### src/rtl/pio_pkg.sv
package pio_pkg;
    localparam int NPINS  = 4;
    localparam int REG_W  = 8;
    localparam int HI_W   = REG_W - NPINS;

    // Group mask of pins that take part in pull-up and wake-on-change
    localparam logic [NPINS-1:0] GROUP_MASK = 4'b1011;
    localparam int MCLR_PIN = 3;

    typedef struct packed {
        logic oe;
        logic val;
    } pin_drv_t;

    typedef enum logic [1:0] {
        P2_CLKOUT = 2'd0,
        P2_CMPOUT = 2'd1,
        P2_TMRIN  = 2'd2,
        P2_DIR    = 2'd3
    } p2_src_e;

    function automatic p2_src_e p2_pick(input logic clk_en, input logic cmp_en,
                                        input logic tmr_en);
        if (clk_en)      return P2_CLKOUT;
        else if (cmp_en) return P2_CMPOUT;
        else if (tmr_en) return P2_TMRIN;
        else             return P2_DIR;
    endfunction

    function automatic pin_drv_t dir_drive(input logic dir_bit, input logic lat_bit);
        pin_drv_t d;
        d.oe  = ~dir_bit;
        d.val = lat_bit;
        return d;
    endfunction
endpackage

### src/rtl/pio_sync.sv
module pio_sync #(
    parameter int W      = 4,
    parameter int STAGES = 2
) (
    input  logic         clk,
    input  logic         rst,
    input  logic [W-1:0] d,
    output logic [W-1:0] q
);
    logic [W-1:0] stg [STAGES];

    generate
        for (genvar s = 0; s < STAGES; s++) begin : g_stage
            if (s == 0) begin : g_first
                always_ff @(posedge clk) begin
                    if (rst) stg[s] <= '0;
                    else     stg[s] <= d;
                end
            end else begin : g_next
                always_ff @(posedge clk) begin
                    if (rst) stg[s] <= '0;
                    else     stg[s] <= stg[s-1];
                end
            end
        end
    endgenerate

    assign q = stg[STAGES-1];
endmodule

### src/rtl/pio_pin_mux.sv
module pio_pin_mux
    import pio_pkg::*;
(
    input  logic [NPINS-1:0]     dir_bits,
    input  logic [NPINS-1:0]     lat_bits,
    input  logic                 cmp_pos_en,
    input  logic                 cmp_neg_en,
    input  logic                 cmp_out_en,
    input  logic                 cmp_out,
    input  logic                 fosc4_en,
    input  logic                 fosc4_val,
    input  logic                 t0ck_en,
    output pin_drv_t [NPINS-1:0] drv
);
    p2_src_e p2_src;

    always_comb begin
        p2_src = p2_pick(fosc4_en, cmp_out_en, t0ck_en);

        // Pin 0: comparator positive input above direction
        drv[0] = cmp_pos_en ? pin_drv_t'{oe: 1'b0, val: 1'b0}
                            : dir_drive(dir_bits[0], lat_bits[0]);

        // Pin 1: comparator negative input above direction
        drv[1] = cmp_neg_en ? pin_drv_t'{oe: 1'b0, val: 1'b0}
                            : dir_drive(dir_bits[1], lat_bits[1]);

        // Pin 2: clock-out > comparator out > timer in > direction
        unique case (p2_src)
            P2_CLKOUT: drv[2] = pin_drv_t'{oe: 1'b1, val: fosc4_val};
            P2_CMPOUT: drv[2] = pin_drv_t'{oe: 1'b1, val: cmp_out};
            P2_TMRIN:  drv[2] = pin_drv_t'{oe: 1'b0, val: 1'b0};
            default:   drv[2] = dir_drive(dir_bits[2], lat_bits[2]);
        endcase

        // Pin 3: input only
        drv[MCLR_PIN] = pin_drv_t'{oe: 1'b0, val: 1'b0};
    end

    always_comb begin
        assert (!drv[MCLR_PIN].oe);
    end
endmodule

### src/rtl/pio_wake.sv
module pio_wake
    import pio_pkg::*;
(
    input  logic             clk,
    input  logic             rst,
    input  logic [NPINS-1:0] pins,
    input  logic             rd_en,
    input  logic             sleep,
    input  logic             wake_en_n,
    input  logic             mclr_mode,
    output logic             wake
);
    logic [NPINS-1:0] snap_q;
    logic [NPINS-1:0] mask;
    logic             diff_c;
    logic             diff_q;

    always_comb begin
        mask = GROUP_MASK & {NPINS{~wake_en_n}};
        if (mclr_mode) mask[MCLR_PIN] = 1'b0;
        diff_c = sleep && (|((pins ^ snap_q) & mask));
    end

    always_ff @(posedge clk) begin
        if (rst) begin
            snap_q <= '0;
            diff_q <= 1'b0;
            wake   <= 1'b0;
        end else begin
            if (rd_en) snap_q <= pins;
            diff_q <= diff_c;
            wake   <= diff_c && !diff_q;
        end
    end

    AST_WAKE_SINGLE: assert property (@(posedge clk) disable iff (rst)
        wake |=> !wake);
    AST_WAKE_NEEDS_SLEEP: assert property (@(posedge clk) disable iff (rst)
        wake |-> ($past(sleep) && !$past(wake_en_n)));
endmodule

### src/rtl/mcu_port_ctrl.sv
module mcu_port_ctrl
    import pio_pkg::*;
#(
    parameter int SYNC_STAGES = 2
) (
    input  logic             clk,
    input  logic             rst,
    input  logic             dir_we,
    input  logic [REG_W-1:0] dir_wdata,
    input  logic             lat_we,
    input  logic [REG_W-1:0] lat_wdata,
    input  logic             rd_en,
    output logic [REG_W-1:0] rd_data,
    input  logic [NPINS-1:0] pin_in,
    output logic [NPINS-1:0] pin_out,
    output logic [NPINS-1:0] pin_oe,
    output logic [NPINS-1:0] pin_pullup,
    input  logic             pullup_en_n,
    input  logic             wake_en_n,
    input  logic             mclr_mode,
    input  logic             sleep,
    input  logic             cmp_pos_en,
    input  logic             cmp_neg_en,
    input  logic             cmp_out_en,
    input  logic             cmp_out,
    input  logic             fosc4_en,
    input  logic             fosc4_val,
    input  logic             t0ck_en,
    output logic             wake
);
    logic [NPINS-1:0]     dir_q;
    logic [NPINS-1:0]     lat_q;
    logic [NPINS-1:0]     pins_s;
    pin_drv_t [NPINS-1:0] drv_c;
    pin_drv_t [NPINS-1:0] drv_q;
    logic                 unused_hi;

    assign unused_hi = ^{dir_wdata[REG_W-1:NPINS], lat_wdata[REG_W-1:NPINS]};

    // Direction (write-only) and output latch
    always_ff @(posedge clk) begin
        if (rst) begin
            dir_q <= '1;
            lat_q <= '0;
        end else begin
            if (dir_we) dir_q <= dir_wdata[NPINS-1:0];
            if (lat_we) lat_q <= lat_wdata[NPINS-1:0];
        end
    end

    pio_sync #(.W(NPINS), .STAGES(SYNC_STAGES)) u_sync (
        .clk (clk),
        .rst (rst),
        .d   (pin_in),
        .q   (pins_s)
    );

    pio_pin_mux u_mux (
        .dir_bits   (dir_q),
        .lat_bits   (lat_q),
        .cmp_pos_en (cmp_pos_en),
        .cmp_neg_en (cmp_neg_en),
        .cmp_out_en (cmp_out_en),
        .cmp_out    (cmp_out),
        .fosc4_en   (fosc4_en),
        .fosc4_val  (fosc4_val),
        .t0ck_en    (t0ck_en),
        .drv        (drv_c)
    );

    // Registered pad drive
    always_ff @(posedge clk) begin
        if (rst) drv_q <= '0;
        else     drv_q <= drv_c;
    end

    generate
        for (genvar i = 0; i < NPINS; i++) begin : g_pad
            assign pin_oe[i]  = drv_q[i].oe;
            assign pin_out[i] = drv_q[i].val;
        end
    endgenerate

    // Read path: pin levels only, upper bits zero
    assign rd_data = {{HI_W{1'b0}}, pins_s};

    // Group weak pull-ups
    always_comb begin
        pin_pullup = GROUP_MASK & {NPINS{~pullup_en_n}};
        if (mclr_mode) pin_pullup[MCLR_PIN] = 1'b1;
    end

    pio_wake u_wake (
        .clk       (clk),
        .rst       (rst),
        .pins      (pins_s),
        .rd_en     (rd_en),
        .sleep     (sleep),
        .wake_en_n (wake_en_n),
        .mclr_mode (mclr_mode),
        .wake      (wake)
    );

    AST_GP3_NEVER_DRIVEN: assert property (@(posedge clk) disable iff (rst)
        !pin_oe[MCLR_PIN]);
    AST_READ_UPPER_ZERO: assert property (@(posedge clk) disable iff (rst)
        rd_data[REG_W-1:NPINS] == '0);
    AST_FOSC4_WINS: assert property (@(posedge clk) disable iff (rst)
        (!$past(rst) && $past(fosc4_en)) |-> (pin_oe[2] && pin_out[2] == $past(fosc4_val)));
    AST_CMP_POS_RELEASE: assert property (@(posedge clk) disable iff (rst)
        (!$past(rst) && $past(cmp_pos_en)) |-> !pin_oe[0]);
endmodule

### config.mk
export PLATFORM = sky130hd
export DESIGN_NAME = mcu_port_ctrl
export DESIGN_NICKNAME = d
export VERILOG_FILES = /design/src/rtl/pio_pkg.sv /design/src/rtl/pio_sync.sv /design/src/rtl/pio_pin_mux.sv /design/src/rtl/pio_wake.sv /design/src/rtl/mcu_port_ctrl.sv
export SDC_FILE = /design/constraint.sdc
export NUM_CORES = 1
export LEC_CHECK = 0
export CAP_MARGIN = 20
export CORE_ASPECT_RATIO = 1.75
export CORE_MARGIN = 2
export CORE_UTILIZATION = 38
export DETAILED_ROUTE_END_ITERATION = 6
export HOLD_SLACK_MARGIN = 0.1
export MAX_ROUTING_LAYER = met4
export PLACE_DENSITY = 0.78
export SLEW_MARGIN = 20
export SYNTH_ARGS = -nofsm -noshare
export SYNTH_HDL_FRONTEND = slang
export SYNTH_HIERARCHICAL = 1
export SYNTH_SLANG_ARGS = --single-unit
### constraint.sdc
create_clock -name clk -period 1.2 [get_ports clk]
set_clock_uncertainty 0.1 [all_clocks]
set_input_delay 0.24 -clock clk [delete_from_list [all_inputs] [get_ports clk]]
set_output_delay 0.24 -clock clk [all_outputs]
set_load 0.02 [all_outputs]
==> run metrics, run 1 <==
status=finished, final reports clean; Pwr Density=about 1200 nW/um^2; via/cell ratio=about 4.5; critical path class=register to output pin; data arrival time of the critical path=820 ps; I/O pin count=57; Crit path buffers/inverters=1; synthesized area per cell=10.8 sq um; Pre-Repair DR Iteration Count=4; final standard cell utilization of the core=58.1%; startpoint of the worst hold path=t0ck_en; diode count=0; post-layout net count=around 170; total core area=roughly 2500 sq um; ANT nets after route=0; Cells after Synth=92; root cell of the clock tree=clkbuf_8; cell area after placement=approximately 1400 sq um; cell row count=24; launch point of the worst reg-to-reg path=u_sync/stg[1][3]$_SDFF_PP0_; Crit Path Max Fanout=1; vertical die dimension=71.7 microns; Clock Pin Slew Worst Setup and Hold Paths=approximately 80 ps; synthesis-to-finish area growth=45.5%; Die Outline Area=slightly above 3000 sq um; Final Power=approximately 1.7 mW; leakage power=around 0.66 nW; fraction of final layout cells with drive strength greater than 1=26.3%; commonest non-fill, non-tap cell in the layout=dfxtp_1; CP max stage cell=dfxtp_1; element type at the critical path end=output pin; maximum number of pins on one net before global-route repair=21; final hold violation count=0; total of endpoints with negative setup slack in the final report=0; area of the mapped netlist=roughly 1000 sq um; maximum single-stage delay on the critical path=~310 ps; vias post-DR=~740; Total GRT Usage=a little over an eighth; number of fill cells in the layout=226; top cell family by delay on the critical path=flip-flops; HPWL after detailed placement=about 1500 microns; required time of the critical path=around 860 ps; sum of overflow across all layers after global routing=0; aggregate routed wire length=~1900 microns; area of combinational cells with multiple inputs=a little over 400 sq um; shortest period the worst path allows=between 1000 and 1500 ps; width of the die=approximately 43 microns; placer's final routability congestion estimate=0.685; post-CTS setup buffer count=0; setup repair after global routing missed its margin=false; CTS tree=done; classification of the worst-slack hold path=primary input to register; number of levels the H-tree was split into=1; cell breakdown of the critical path=clkdlybuf4s15_2; Clock Sink Count=27; 1st-iter DRT viols=6; launching instance or port of the critical path=pin_out[3]$_SDFF_PP0_; vias in the first global route=between 600 and 700; initial cell density of the core=40.0%; detailed-route wire length per cell=between 10 and 15 microns; drc violations=0; Final period util=approximately 97%; number of port buffers=41; Bufs on Longest Clock Path=2; global-route wire length before repair=2960 microns; hold buffer count at CTS=0; TritonCTS Buffers=3; initial antenna violation count=0; yosys synthesis warning count=6; VDD IR-drop max=0.000886 V; clock insertion delay at the later pin of the skew report=260 ps; Final Max Slew Viols=0; top library cells by usage in the layout, fill and taps aside=dfxtp_1 (27), clkdlybuf4s50_1 (21), nor2b_1 (14); number of max-capacitance violations reported=0; storage element area=541 sq um; Worst Setup Start Kind=register; maximum achievable frequency=between 0.8 and 0.9 GHz; cell area after layout=between 1000 and 1500 sq um
==> final timing paths <==
check                           endpoint  slack (ps)  cells past startpoint
setup reg to reg  u_wake/wake$_SDFF_PP0_          60                      4
setup / recovery              pin_out[3]          40                      1
hold / removal      pin_oe[2]$_SDFF_PP0_         280                      3
hold reg to reg   u_wake/wake$_SDFF_PP0_         330                      1
==> per-stage QoR <==
stage                     worst slack [ps]  instances  hold slack [ps]  TNS [ps]
final                                 35.2        163              278         0
after global routing                  2.31        163              287         0
after CTS                            -85.6        163              334     -85.6
after detailed placement              -539        159              320     -5300
after global placement                -539        159              298     -4700
after floorplan                       77.5         97              212         0
==> power by group <==
part,leakage [nW],switching (mW),internal [mW]
Clock,0.0228,0.240,0.237
Combinational,0.417,0.118,0.155
Sequential,0.222,0.0147,0.937
Total,0.662,0.373,1.33
==> layer usage <==
layer | track usage (%) | vias to the layer above | part of all wire (%)
met1 | 13.7 | 335 | 37
met2 | 21.4 | 29 | 52
li1 | - | 369 | -
met5 | - | - | 0
met3 | 3.53 | 2 | 9.3
met4 | 7.29 | 0 | 1.3
==> flip-flops by register name, indices dropped and copies added (netlist names) <==
| signal | flops |
|---|---|
| u_sync/stg | 8 |
| pin_oe | 4 |
| pin_out | 4 |
| dir_q | 3 |
| lat_q | 3 |
| u_wake/snap_q | 3 |
| u_wake/diff_q | 1 |
| u_wake/wake | 1 |
==> tightest hold or removal path, cell delays in order <==
cell,delay (ps)
dlymetal6s2s_1,100
o21ai_1,70
and2b_2,180
==> cell type report <==
class                   instances  area share [%]
multi-input cells              59            28.3
inverters                       1           0.259
clock buffers                   4            3.11
repair buffers                 46            28.8
well taps                      26            2.25
flip-flops and latches         27            37.3
==> timing repair <==
action                                 4_1_cts  5_1_grt
setup endpoints to repair                   19        9
endpoints found under the hold margin        0        0
pin swaps                                    1        2
resized for setup                           59       11
Power figures use the tool's default switching activity.
==> run 2: changes to the inputs <==
--- a/config.mk
+++ b/config.mk
@@ -7,9 +7,9 @@
 export LEC_CHECK = 0
 export CAP_MARGIN = 20
 export CORE_ASPECT_RATIO = 1.75
-export CORE_MARGIN = 2
 export CORE_UTILIZATION = 38
 export DETAILED_ROUTE_END_ITERATION = 6
+export GPL_TIMING_DRIVEN = 1
 export HOLD_SLACK_MARGIN = 0.1
 export MAX_ROUTING_LAYER = met4
 export PLACE_DENSITY = 0.78
==> run metrics, run 2 (synthesized netlist as in run 1, its figures left out) <==
detailed-route wire length per cell=11.3 microns; Top reg by flops=u_sync/stg; Worst Reg-to-Reg Cells=4; number of max-capacitance violations reported=0; detailed-routed wire length on met3=roughly 150 microns; top library cells by usage in the layout, fill and taps aside=dfxtp_1 (27), clkdlybuf4s50_1 (21), nor2b_1 (14); Pre-Repair DR Iteration Count=2; number of port buffers=slightly above 40; launch point of the worst reg-to-reg path=u_sync/stg[1][3]$_SDFF_PP0_; Final Power=approximately 1.7 mW; status=finished, final reports clean; setup repair after global routing missed its margin=true; post-route met1 wirelength=between 700 and 800 microns; 1st-iter DRT viols=4; total of endpoints with negative setup slack in the final report=0; data arrival time of the critical path=between 1000 and 1500 ps; required time of the critical path=1290 ps; TritonCTS Buffers=3; element type at the critical path end=register; post-CTS setup buffer count=0; storage element area=around 540 sq um; vias in the first global route=about 700; initial cell density of the core=40.0%; maximum number of pins on one net before global-route repair=21; width of the die=between 40 and 50 microns; highest metal layer with signal wires=met4; sum of overflow across all layers after global routing=0; HPWL after detailed placement=1420 microns; Final period util=a little over nine tenths; vertical die dimension=approximately 70 microns; clock insertion delay at the later pin of the skew report=roughly 260 ps; max FFs per register=8; cell area after placement=1430 sq um; Pwr Density=roughly 1200 nW/um^2; number of fill cells in the layout=231; maximum single-stage delay on the critical path=between 300 and 400 ps; Bufs on Longest Clock Path=2; number of levels the H-tree was split into=1; amount of wire on met2 after detailed routing=around 900 microns; post-layout net count=174; root cell of the clock tree=clkbuf_8; VDD IR-drop max=between 0.0006 and 0.0007 V; Die Outline Area=approximately 2800 sq um; fraction of final layout cells with drive strength greater than 1=a little over a quarter; area of combinational cells with multiple inputs=408 sq um; drc violations=0; aggregate routed wire length=1840 microns; endpoint of the worst setup timing path=u_wake/diff_q$_SDFF_PP0_; Clock Pin Slew Worst Setup and Hold Paths=80 ps; commonest non-fill, non-tap cell in the layout=dfxtp_1; cell area after layout=1430 sq um; Crit Path Max Fanout=2; ANT nets after route=0; hold buffer count at CTS=0; CTS tree=done; reg-to-reg setup timing slack=10 ps; shortest period the worst path allows=around 1200 ps; placer's final routability congestion estimate=approximately 0.66; cell row count=24; initial antenna violation count=0; Final Max Slew Viols=0; global-route wire length before repair=2830 microns; via/cell ratio=between 4 and 5; capture point of the worst reg-to-reg path=u_wake/diff_q$_SDFF_PP0_; launching instance or port of the critical path=u_sync/stg[1][3]$_SDFF_PP0_; classification of the worst-slack hold path=primary input to register; critical path class=register to register; vias post-DR=730; I/O pin count=57; maximum achievable frequency=about 0.84 GHz; Worst Setup Start Kind=register; diode count=0; cell breakdown of the critical path=buf_4 -> xnor2_1 -> o211a_1 -> nor3_1; Clock Sink Count=27; total core area=around 2500 sq um; Total GRT Usage=around 15%; leakage power=0.665 nW; synthesis-to-finish area growth=43.3%; CP max stage cell=dfxtp_1; final hold violation count=0
-- run 2: changes by cell type in the layout (fill, tap and decap cells not counted) --
cell	delta
buf_2	+3
clkdlybuf4s15_2	-3
nor3_1	+1
nor3_2	-1
or3b_1	-1
or3b_4	+1
-- run 2: layout make-up --
class / count / share of cell area [%]
clock buffer: 4 / 3.16
inverter: 1 / 0.263
multi-input combinational: 59 / 28.6
sequential: 27 / 37.9
tap: 26 / 2.28
timing repair buffer: 46 / 27.9
-- run 2: metrics by stage --
stage	util (%)	hold slack, ps	worst slack, ps	instances	TNS, ps
floorplan	-	212	77.5	97	0
global placement	57.4	297	-534	159	-4690
detailed placement	57.4	300	-552	159	-5220
CTS	59.0	313	-96.0	163	-96.0
global route	57.3	284	-53.6	163	-88.7
finish	57.3	268	12.8	163	0
-- run 2: worst max-delay path, delay by kind of cell (launching register included) --
family,cells,cell delay (ps)
AO/OA/AOI/OAI,1,240
XOR/XNOR,1,140
buffers and inverters,1,130
flip-flops,1,310
AND/OR/NAND/NOR,1,190
-- run 2: worst min-delay path by stage --
stage	startpoint	to	slack (ps)	cells after the start
2_1_floorplan	rst	u_sync/stg[0][0]$_SDFF_PP0_	210	1
3_3_place_gp	u_wake/diff_q$_SDFF_PP0_	u_wake/wake$_SDFF_PP0_	300	1
3_5_place_dp	u_wake/diff_q$_SDFF_PP0_	u_wake/wake$_SDFF_PP0_	300	1
4_1_cts	u_wake/diff_q$_SDFF_PP0_	u_wake/wake$_SDFF_PP0_	310	1
5_1_grt	mclr_mode	u_wake/wake$_SDFF_PP0_	280	3
6_report	t0ck_en	pin_oe[2]$_SDFF_PP0_	270	3
-- run 2: per-layer routing --
metal  vias to the layer above  GRT usage, %
li1                        369             -
met1                       325          14.2
met2                        32          24.7
met3                         4          2.24
met4                         0          10.0
met5                         -             -
-- run 2: power by group --
| group | switching, mW | internal, mW |
|---|---|---|
| combinational | 0.118 | 0.153 |
| sequential | 0.0140 | 0.937 |
| clock | 0.248 | 0.237 |
| total | 0.380 | 1.33 |
-- run 2: repair_timing --
item	CTS	global route
gates resized for setup	58	15
endpoints found under the setup margin	17	14
pin swaps	0	2
